$ cat config.mk
export PLATFORM = sky130hd
export DESIGN_NAME = ipg_defer_timer
export DESIGN_NICKNAME = d
export VERILOG_FILES = /design/src/rtl/ipg_pkg.sv /design/src/rtl/ipg_bit_counter.sv /design/src/rtl/ipg_tx_defer.sv /design/src/rtl/ipg_rx_gap_check.sv /design/src/rtl/ipg_defer_timer.sv
export SDC_FILE = /design/constraint.sdc
export NUM_CORES = 1
export LEC_CHECK = 0
export CORE_MARGIN = 2
export CORE_UTILIZATION = 35
export DETAILED_ROUTE_END_ITERATION = 16
export SLEW_MARGIN = 0
export SYNTH_ARGS = -nofsm -noshare
export SYNTH_HDL_FRONTEND = slang
export SYNTH_SLANG_ARGS = --single-unit
export TNS_END_PERCENT = 5
$ cat constraint.sdc
create_clock -name clk -period 1.7 [get_ports clk]
set_input_delay 0.17 -clock clk [delete_from_list [all_inputs] [get_ports clk]]
set_output_delay 0.17 -clock clk [all_outputs]
set_load 0.01 [all_outputs]
$ cat src/rtl/ipg_pkg.sv
package ipg_pkg;

  // Deferral phases of the transmit side.
  typedef enum logic [2:0] {
    DF_READY = 3'd0,  // gap met, grant follows tx_req
    DF_WAIT  = 3'd1,  // waiting for carrier to drop
    DF_OPEN  = 3'd2,  // counting, carrier restarts the wait
    DF_LOCK  = 3'd3,  // counting, carrier ignored
    DF_BUSY  = 3'd4   // frame acknowledged, waiting for end pulse
  } defer_state_t;

endpackage

$ cat src/rtl/ipg_bit_counter.sv
module ipg_bit_counter #(
  parameter int MAXV = 96
) (
  input  logic                         clk,
  input  logic                         rst,
  input  logic                         clr,
  input  logic                         inc,
  output logic [$clog2(MAXV+1)-1:0]    cnt
);
  localparam int CW = $clog2(MAXV + 1);
  localparam logic [CW-1:0] MAX_V = CW'(MAXV);

  // Saturating bit-time counter; clear has priority over increment.
  always_ff @(posedge clk) begin
    if (rst || clr)
      cnt <= '0;
    else if (inc && cnt != MAX_V)
      cnt <= cnt + 1'b1;
  end

  p_cnt_bound_r3: assert property (@(posedge clk) disable iff (rst)
    cnt <= MAX_V);

endmodule

$ cat src/rtl/ipg_tx_defer.sv
module ipg_tx_defer
  import ipg_pkg::*;
#(
  parameter int GAP_BITS   = 96,
  parameter int GUARD_BITS = 60
) (
  input  logic clk,
  input  logic rst,
  input  logic bit_en,
  input  logic carrier,
  input  logic restart,
  input  logic tx_req,
  input  logic tx_start,
  output logic gap_met
);
  localparam int CW = $clog2(GAP_BITS + 1);
  localparam logic [CW-1:0] GAP_V   = CW'(GAP_BITS);
  localparam logic [CW-1:0] GUARD_V = CW'(GUARD_BITS);

  defer_state_t st, st_n;
  logic [CW-1:0] cnt, cnt_nx;
  logic          clr_c, inc_c;

  ipg_bit_counter #(.MAXV(GAP_BITS)) u_gap_cnt (
    .clk (clk),
    .rst (rst),
    .clr (clr_c),
    .inc (inc_c),
    .cnt (cnt)
  );

  assign cnt_nx = cnt + 1'b1;

  always_comb begin
    st_n  = st;
    clr_c = 1'b0;
    inc_c = 1'b0;
    if (restart) begin
      st_n  = DF_WAIT;
      clr_c = 1'b1;
    end else begin
      case (st)
        DF_WAIT, DF_OPEN: begin
          if (bit_en) begin
            if (carrier) begin
              st_n  = DF_WAIT;
              clr_c = 1'b1;
            end else begin
              inc_c = 1'b1;
              if (cnt_nx == GAP_V)       st_n = DF_READY;
              else if (cnt_nx >= GUARD_V) st_n = DF_LOCK;
              else                        st_n = DF_OPEN;
            end
          end
        end
        DF_LOCK: begin
          if (bit_en) begin
            inc_c = 1'b1;
            if (cnt_nx == GAP_V) st_n = DF_READY;
          end
        end
        DF_READY: begin
          if (tx_start && tx_req) begin
            st_n  = DF_BUSY;
            clr_c = 1'b1;
          end
        end
        DF_BUSY: st_n = DF_BUSY;
        default: st_n = DF_READY;
      endcase
    end
  end

  always_ff @(posedge clk) begin
    if (rst) st <= DF_READY;
    else     st <= st_n;
  end

  assign gap_met = (st == DF_READY);

  p_guard_restart_r4: assert property (@(posedge clk) disable iff (rst)
    (st == DF_OPEN && bit_en && carrier && !restart)
      |=> (st == DF_WAIT && cnt == '0));

  p_late_carrier_ignored_r5: assert property (@(posedge clk) disable iff (rst)
    (st == DF_LOCK && bit_en && carrier && !restart) |=> (st != DF_WAIT));

  p_grant_after_full_gap_r3: assert property (@(posedge clk) disable iff (rst)
    $rose(gap_met) |-> ($past(cnt) == GAP_V - 1'b1 && $past(bit_en)));

  p_busy_holds_r7: assert property (@(posedge clk) disable iff (rst)
    (st == DF_BUSY && !restart) |=> !gap_met);

  p_end_restarts_r8: assert property (@(posedge clk) disable iff (rst)
    restart |=> (st == DF_WAIT && cnt == '0));

endmodule

$ cat src/rtl/ipg_rx_gap_check.sv
module ipg_rx_gap_check #(
  parameter int RX_MIN_BITS = 28
) (
  input  logic clk,
  input  logic rst,
  input  logic bit_en,
  input  logic rx_active,
  output logic short_gap
);
  localparam int RW = $clog2(RX_MIN_BITS + 1);
  localparam logic [RW-1:0] MIN_V = RW'(RX_MIN_BITS);

  logic          prev_act;   // last sampled rx_active
  logic          seen_frame; // a frame has been seen since reset
  logic [RW-1:0] idle_cnt;
  logic          clr_c, inc_c, short_c;

  assign clr_c   = bit_en && rx_active;
  assign inc_c   = bit_en && !rx_active && seen_frame;
  assign short_c = bit_en && rx_active && !prev_act && seen_frame && (idle_cnt < MIN_V);

  ipg_bit_counter #(.MAXV(RX_MIN_BITS)) u_idle_cnt (
    .clk (clk),
    .rst (rst),
    .clr (clr_c),
    .inc (inc_c),
    .cnt (idle_cnt)
  );

  always_ff @(posedge clk) begin
    if (rst) begin
      prev_act   <= 1'b0;
      seen_frame <= 1'b0;
      short_gap  <= 1'b0;
    end else begin
      short_gap <= short_c;
      if (bit_en) begin
        prev_act <= rx_active;
        if (rx_active) seen_frame <= 1'b1;
      end
    end
  end

  p_flag_one_cycle_r9: assert property (@(posedge clk) disable iff (rst)
    short_gap |=> !short_gap);

  p_flag_on_sample_r9: assert property (@(posedge clk) disable iff (rst)
    short_gap |-> ($past(bit_en) && $past(rx_active)));

  p_no_flag_first_r10: assert property (@(posedge clk) disable iff (rst)
    !seen_frame |=> !short_gap);

endmodule

$ cat src/rtl/ipg_defer_timer.sv
module ipg_defer_timer #(
  parameter int GAP_BITS    = 96,
  parameter int GUARD_BITS  = 60,
  parameter int RX_MIN_BITS = 28
) (
  input  logic clk,
  input  logic rst,
  input  logic bit_en,
  input  logic carrier,
  input  logic tx_end,
  input  logic tx_req,
  input  logic tx_start,
  input  logic rx_active,
  output logic tx_grant,
  output logic rx_short_gap
);
  logic gap_met;

  ipg_tx_defer #(
    .GAP_BITS   (GAP_BITS),
    .GUARD_BITS (GUARD_BITS)
  ) u_tx_defer (
    .clk      (clk),
    .rst      (rst),
    .bit_en   (bit_en),
    .carrier  (carrier),
    .restart  (tx_end),
    .tx_req   (tx_req),
    .tx_start (tx_start),
    .gap_met  (gap_met)
  );

  ipg_rx_gap_check #(
    .RX_MIN_BITS (RX_MIN_BITS)
  ) u_rx_gap (
    .clk       (clk),
    .rst       (rst),
    .bit_en    (bit_en),
    .rx_active (rx_active),
    .short_gap (rx_short_gap)
  );

  assign tx_grant = gap_met && tx_req;

  p_grant_needs_req_r2: assert property (@(posedge clk) disable iff (rst)
    tx_grant |-> tx_req);

  initial begin
    assert (GUARD_BITS >= 1 && GUARD_BITS < GAP_BITS && RX_MIN_BITS >= 1);
  end

endmodule

## Yosys cells after proc, flatten, opt, wreduce, memory -nomap -nowiden

Index checks and enable logic that the tools add are counted.

- Register bits: 18
- Input bits: 8
- Output and inout port bits: 2
- Logic and storage cells: 65

- Add/subtract/negate cells: 2
- $lt $le $gt $ge: 2
- Eq/ne operators: 15
- Mux-type cells: 19
- Reduce and logical (&&, ||, !) cells: 20

Operators by type and width:

| cell | count |
|---|---|
| two-way mux 3 bit | 6 |
| one-hot mux 3 bit (4 select lines) | 1 |
| logical AND 1 bit | 10 |
| two-way mux 1 bit | 10 |
| AND reduction 4 bit | 2 |
| adder 7 x 1 -> 7 bit, second input constant | 1 |
| equality test 7 bit, second input constant | 1 |
| >= comparator 7 x 6 -> 1 bit, second input constant | 1 |
| inequality test 7 bit, second input constant | 1 |
| equality test 3 x 2 -> 1 bit, second input constant | 2 |
| inequality test 3 x 2 -> 1 bit, second input constant | 2 |
| inequality test 3 bit, second input constant | 2 |
| adder 5 x 1 -> 5 bit, second input constant | 1 |
| less-than comparator 5 bit, second input constant | 1 |
| inequality test 5 bit, second input constant | 1 |
| inequality test 2 x 1 -> 1 bit, second input constant | 2 |
| inequality test 2 bit, second input constant | 2 |
| one-hot mux 1 bit (2 select lines) | 2 |
| OR reduction 2 bit | 2 |
| equality test 3 x 1 -> 1 bit, second input constant | 1 |
| equality test 3 bit, second input constant | 1 |
| zero test 3 bit | 1 |
| zero test 1 bit | 2 |
| logical OR 1 bit | 2 |
| AND reduction 2 bit | 1 |

## Longest topological paths before layout

- Word-level depth: 8
- Mapped depth: 6
- Depth with buffers taken out: 6

## Modules after synthesis

A second synthesis with hierarchy kept.

- Cell total of the unflattened synthesis: 119
- Area, all modules: 996.0 um2

By module, submodules not included:

| module | times used | cells an instance | area each (um2) | sequential area each (um2) |
|---|---|---|---|---|
| ipg_bit_counter at u_tx_defer.u_gap_cnt | 1 | 40 | 345.3 | 140.1 |
| ipg_tx_defer | 1 | 38 | 264.0 | 60.1 |
| ipg_bit_counter at u_rx_gap.u_idle_cnt | 1 | 29 | 256.5 | 100.1 |
| ipg_rx_gap_check | 1 | 11 | 123.9 | 60.1 |
| ipg_defer_timer | 1 | 1 | 6.3 | 0.0 |

## Worst setup path after synthesis

Ideal clock, no wire load.

- Kind: register -> register
- From: register u_tx_defer.u_gap_cnt.cnt[0]
- To: register u_tx_defer.st[1]
- Library setup time: 0.079 ns
- Data arrival time: 1.503 ns
- Required time: 1.621 ns
- Path slack: 0.117 ns
- Cell stages (with the launch flop): 7
- Path buffers: 0
- Clock period less this slack: 1.583 ns
- Cell sequence: dfxtp_1 > ha_1 > nor2b_1 > and4_2 > a311oi_2 > o21ai_1 > a211oi_2

- Longest elaborated chain between the ends: 6
- Elaborated cells between the ends (all ways): 8
- Those cells by class: add/sub: 1; eq/ne: 2; mux: 4; reduce/logical: 1

RTL lines:

| element | RTL line | text |
|---|---|---|
| from (decl) | ipg_bit_counter.sv:8 | `output logic [$clog2(MAXV+1)-1:0] cnt` |
| from (signal assigned) | ipg_bit_counter.sv:18 | `cnt <= cnt + 1'b1;` |
| adder 7 x 1 -> 7 bit (*) | ipg_tx_defer.sv:32 | `assign cnt_nx = cnt + 1'b1;` |
| equality test 7 bit (*) | ipg_tx_defer.sv:50, ipg_tx_defer.sv:59 |  |
| two-way mux 3 bit | ipg_tx_defer.sv:50 | `if (cnt_nx == GAP_V) st_n = DF_READY;` |
| two-way mux 3 bit | ipg_tx_defer.sv:45 | `if (carrier) begin` |
| two-way mux 3 bit | ipg_tx_defer.sv:44 | `if (bit_en) begin` |
| one-hot mux 3 bit (4 select lines) | ipg_tx_defer.sv:42 | `case (st)` |
| to (signal assigned) | ipg_tx_defer.sv:76 | `else st <= st_n;` |
| to (decl) | ipg_tx_defer.sv:20 | `defer_state_t st, st_n;` |

Mark *: on every way between the ends. The rest lies on a longest branch, timed or not. The select of a mux whose other input is x is not followed.
A chain may end at the register's enable or synchronous reset.

## Worst setup path after layout

Ends and elaborated chain as after synthesis.

==> out/metrics.yaml <==
outcome:
  status: "completed"
drt:
  drtAntennaViolNets: 0
  drtIter0Drc: 61
  wire_per_inst_um: 12.0
  drc: 0
  vias: 976
  viasPerCell: 5.22
  dr.pass1.iters: 4
  wl_um: 2240
place:
  gp_congestion: 0.830
  portBuffers: 9
  dpl.hpwl_um: 1730
critical_path:
  worstSetupPathType: "flip-flop to flip-flop"
  cp.required_ns: 1.92
  cp_data_arrival_time_ns: 1.80
  critPathLaunchType: "flip-flop"
  reg2reg_depth: 6
  cp_max_fo: 7
  cp-end-kind: "flip-flop"
layout:
  fill_cells: 302
  layout.nets: 157
  num_antenna_cells: 0
  syn_to_final_growth_pct: 21.1
  drive_gt1_frac: 0.189
cts:
  cts_buffer_depth: 2
  cts_hold_buf: 0
  ctsRootBufferMaster: "clkbuf_4"
  postCtsSetupBuffers: 0
  cts_tree: "built"
  path_clk_slew_ns: 0.11
  htree_levels: 1
  clock-sinks: 18
  cts_buffers: 3
  clock_latency_ns: 0.29
synthesis:
  synth_commonest_cells: "18 x dfxtp_1, 15 x nor2_1, 8 x nand4_1, 8 x xor2_1"
  yosys.cell_count.top_type: "dfxtp_1"
  muxShareOfSynthArea: 0.0182
  synth_top_cell_by_area: "dfxtp_1"
  netlist_area_um2: 1100
  synth_simple_gate_area_frac: 0.285
  ys_seq_area_frac: 0.328
  synthAdderAreaFrac: 0.0661
  synth_xor_area_frac: 0.0957
  netlist_top_cells_area: "dfxtp_1 33%, xor2_1 6.4%, ha_1 5.7%, nor2_1 5.1%, nand4_1 4.6%"
  synth_top_cell_area_share: 0.328
  synth_cells: 125
  synth_cell_types: 43
  synth.avg_cell_area_um2: 8.79
  ys_ff_latch: 18
  ys.warnings.count: 0
  synth_top_family_by_area: "simple AND/OR/NAND/NOR gates"
  synth_edf_count: 0
  synth_nets: 138
  synthFlopType: "dfxtp_1"
  synth_compound_gate_area_share: 0.155
  async_flop_share: 0
global_route:
  grt_pass1_vias: 904
  antenna_found_initial: 0
  grt_start_max_net_pins: 11
  grt_overflow_total: 0
  grt_pass1_wl_um: 3820
  track_usage: 0.138
sta:
  rsz0062_at_grt: "false"
  clock_skew_ns: 0.00431
  worst_slew_pin_slew_ns: 0.293
  period_minus_slack_ns: 1.57
  setup_viol: 0
  fmax_ghz: 0.636
  hold_violations: 0
  period_share: 0.925
  slew_violations: 0
  maxSlewHeadroom: 0.804
  whs_ns: 0.472
pwr:
  p_total_uw: 792
  p_leak_uw: 0.000513
  vdd_drop_max_mv: 0.394
  powerDensity_nw_per_um2: 595
floorplan:
  die_h_um: 60.0
  num_rows: 20
  start_util: 0.363
  core_area_um2: 3030
  dieArea_um2: 3600
  io_pins: 10
  die_w_um: 60.0
run:
  drv_cap: 0
worst_hold_path:
  whs_path_depth: 2
  hold_class: "flip-flop to flip-flop"
==> layer usage <==
layer | vias up | track usage | share of wire
li1 | 487 | - | -
met1 | 459 | 0.183 | 0.46
met2 | 28 | 0.216 | 0.47
met3 | 2 | 0.0346 | 0.061
met4 | 0 | 0.0476 | 0.0085
met5 | - | 0 | 0
==> path summary, 6_finish.rpt <==
| path | slack (ns) | to | start |
|---|---|---|---|
| hold reg to reg | 0.47 | u_rx_gap.short_gap | u_rx_gap.seen_frame |
| hold / removal | 0.47 | u_rx_gap.short_gap | u_rx_gap.seen_frame |
| setup reg to reg | 0.13 | u_tx_defer.st[1] | u_tx_defer.u_gap_cnt.cnt[0] |
| setup / recovery | 0.13 | u_tx_defer.st[1] | u_tx_defer.u_gap_cnt.cnt[0] |
==> logic make-up after synthesis <==
| logic type | Yosys count |
|---|---|
| multiplexers | 2 |
| buffers and inverters | 12 |
| XOR/XNOR | 12 |
| AO/OA/AOI/OAI | 22 |
| AND/OR/NAND/NOR | 53 |
| flip-flops | 18 |
| adder cells (fa/ha/maj) | 6 |
==> registers in the layout (all words and copies together) (netlist names) <==
name	cells
u_rx_gap.u_idle_cnt.cnt	5
u_rx_gap.seen_frame	1
u_tx_defer.u_gap_cnt.cnt	7
u_rx_gap.short_gap	1
u_rx_gap.prev_act	1
u_tx_defer.st	3
==> repair_timing <==
item,4_1_cts,5_1_grt
resized for setup,1,2
pin swaps,0,3
setup endpoints to repair,1,1
cloned,0,0
==> per-stage QoR <==
step                       util  TNS [ns]  area [um^2]  setup slack (ns)  cells
final                     0.439         0         1330             0.127    187
after global routing      0.439         0         1330            0.0310    187
after CTS                 0.437         0         1320            0.0431    187
after detailed placement  0.425   -0.0131         1290           -0.0131    183
after global placement    0.425         0         1290            0.0268    183
after floorplan               -         0         1100             0.117    125
==> critical path, stage by stage (launching register included) <==
cell and delay (ns):
dfxtp_1 0.33, ha_2 0.22, nor2b_1 0.13, and4_2 0.24, a311oi_2 0.29, o21ai_1 0.11, a211oi_2 0.19
==> layout make-up <==
| class | instances | area (um^2) | share of cell area |
|---|---|---|---|
| multi-input cells | 95 | 688 | 0.517 |
| inverters | 7 | 26.3 | 0.0198 |
| repair buffers | 19 | 164 | 0.123 |
| clock buffers | 4 | 36.3 | 0.0273 |
| well taps | 44 | 55.1 | 0.0414 |
| flip-flops and latches | 18 | 360 | 0.271 |
==> where the power goes <==
| group | internal (uW) | switching (uW) | leakage, uW | total [uW] |
|---|---|---|---|---|
| logic | 46.7 | 40.4 | 0.000346 | 87.1 |
| registers | 429 | 9.09 | 0.000146 | 438 |
| clock network | 130 | 136 | 0.0000210 | 267 |
| total | 606 | 186 | 0.000513 | 792 |
==> cell usage in the layout, fill, tap and decap left out, drive strengths merged, types with 2 or more instances in the layout <==
cell and count:
dfxtp 18, clkdlybuf4s50 8, buf 10, xor2 8, a311oi 2, nor2 15, and3 5, ha 5
nand2b 4, nand4 8, clkbuf 4, xnor2 4, mux2i 2, a21oi 5, a211o 2, o21ai 4
nand3b 3, a211oi 3, nor3 2, nand2 7, inv 7
No activity file was read; power rests on OpenSTA's default activity.
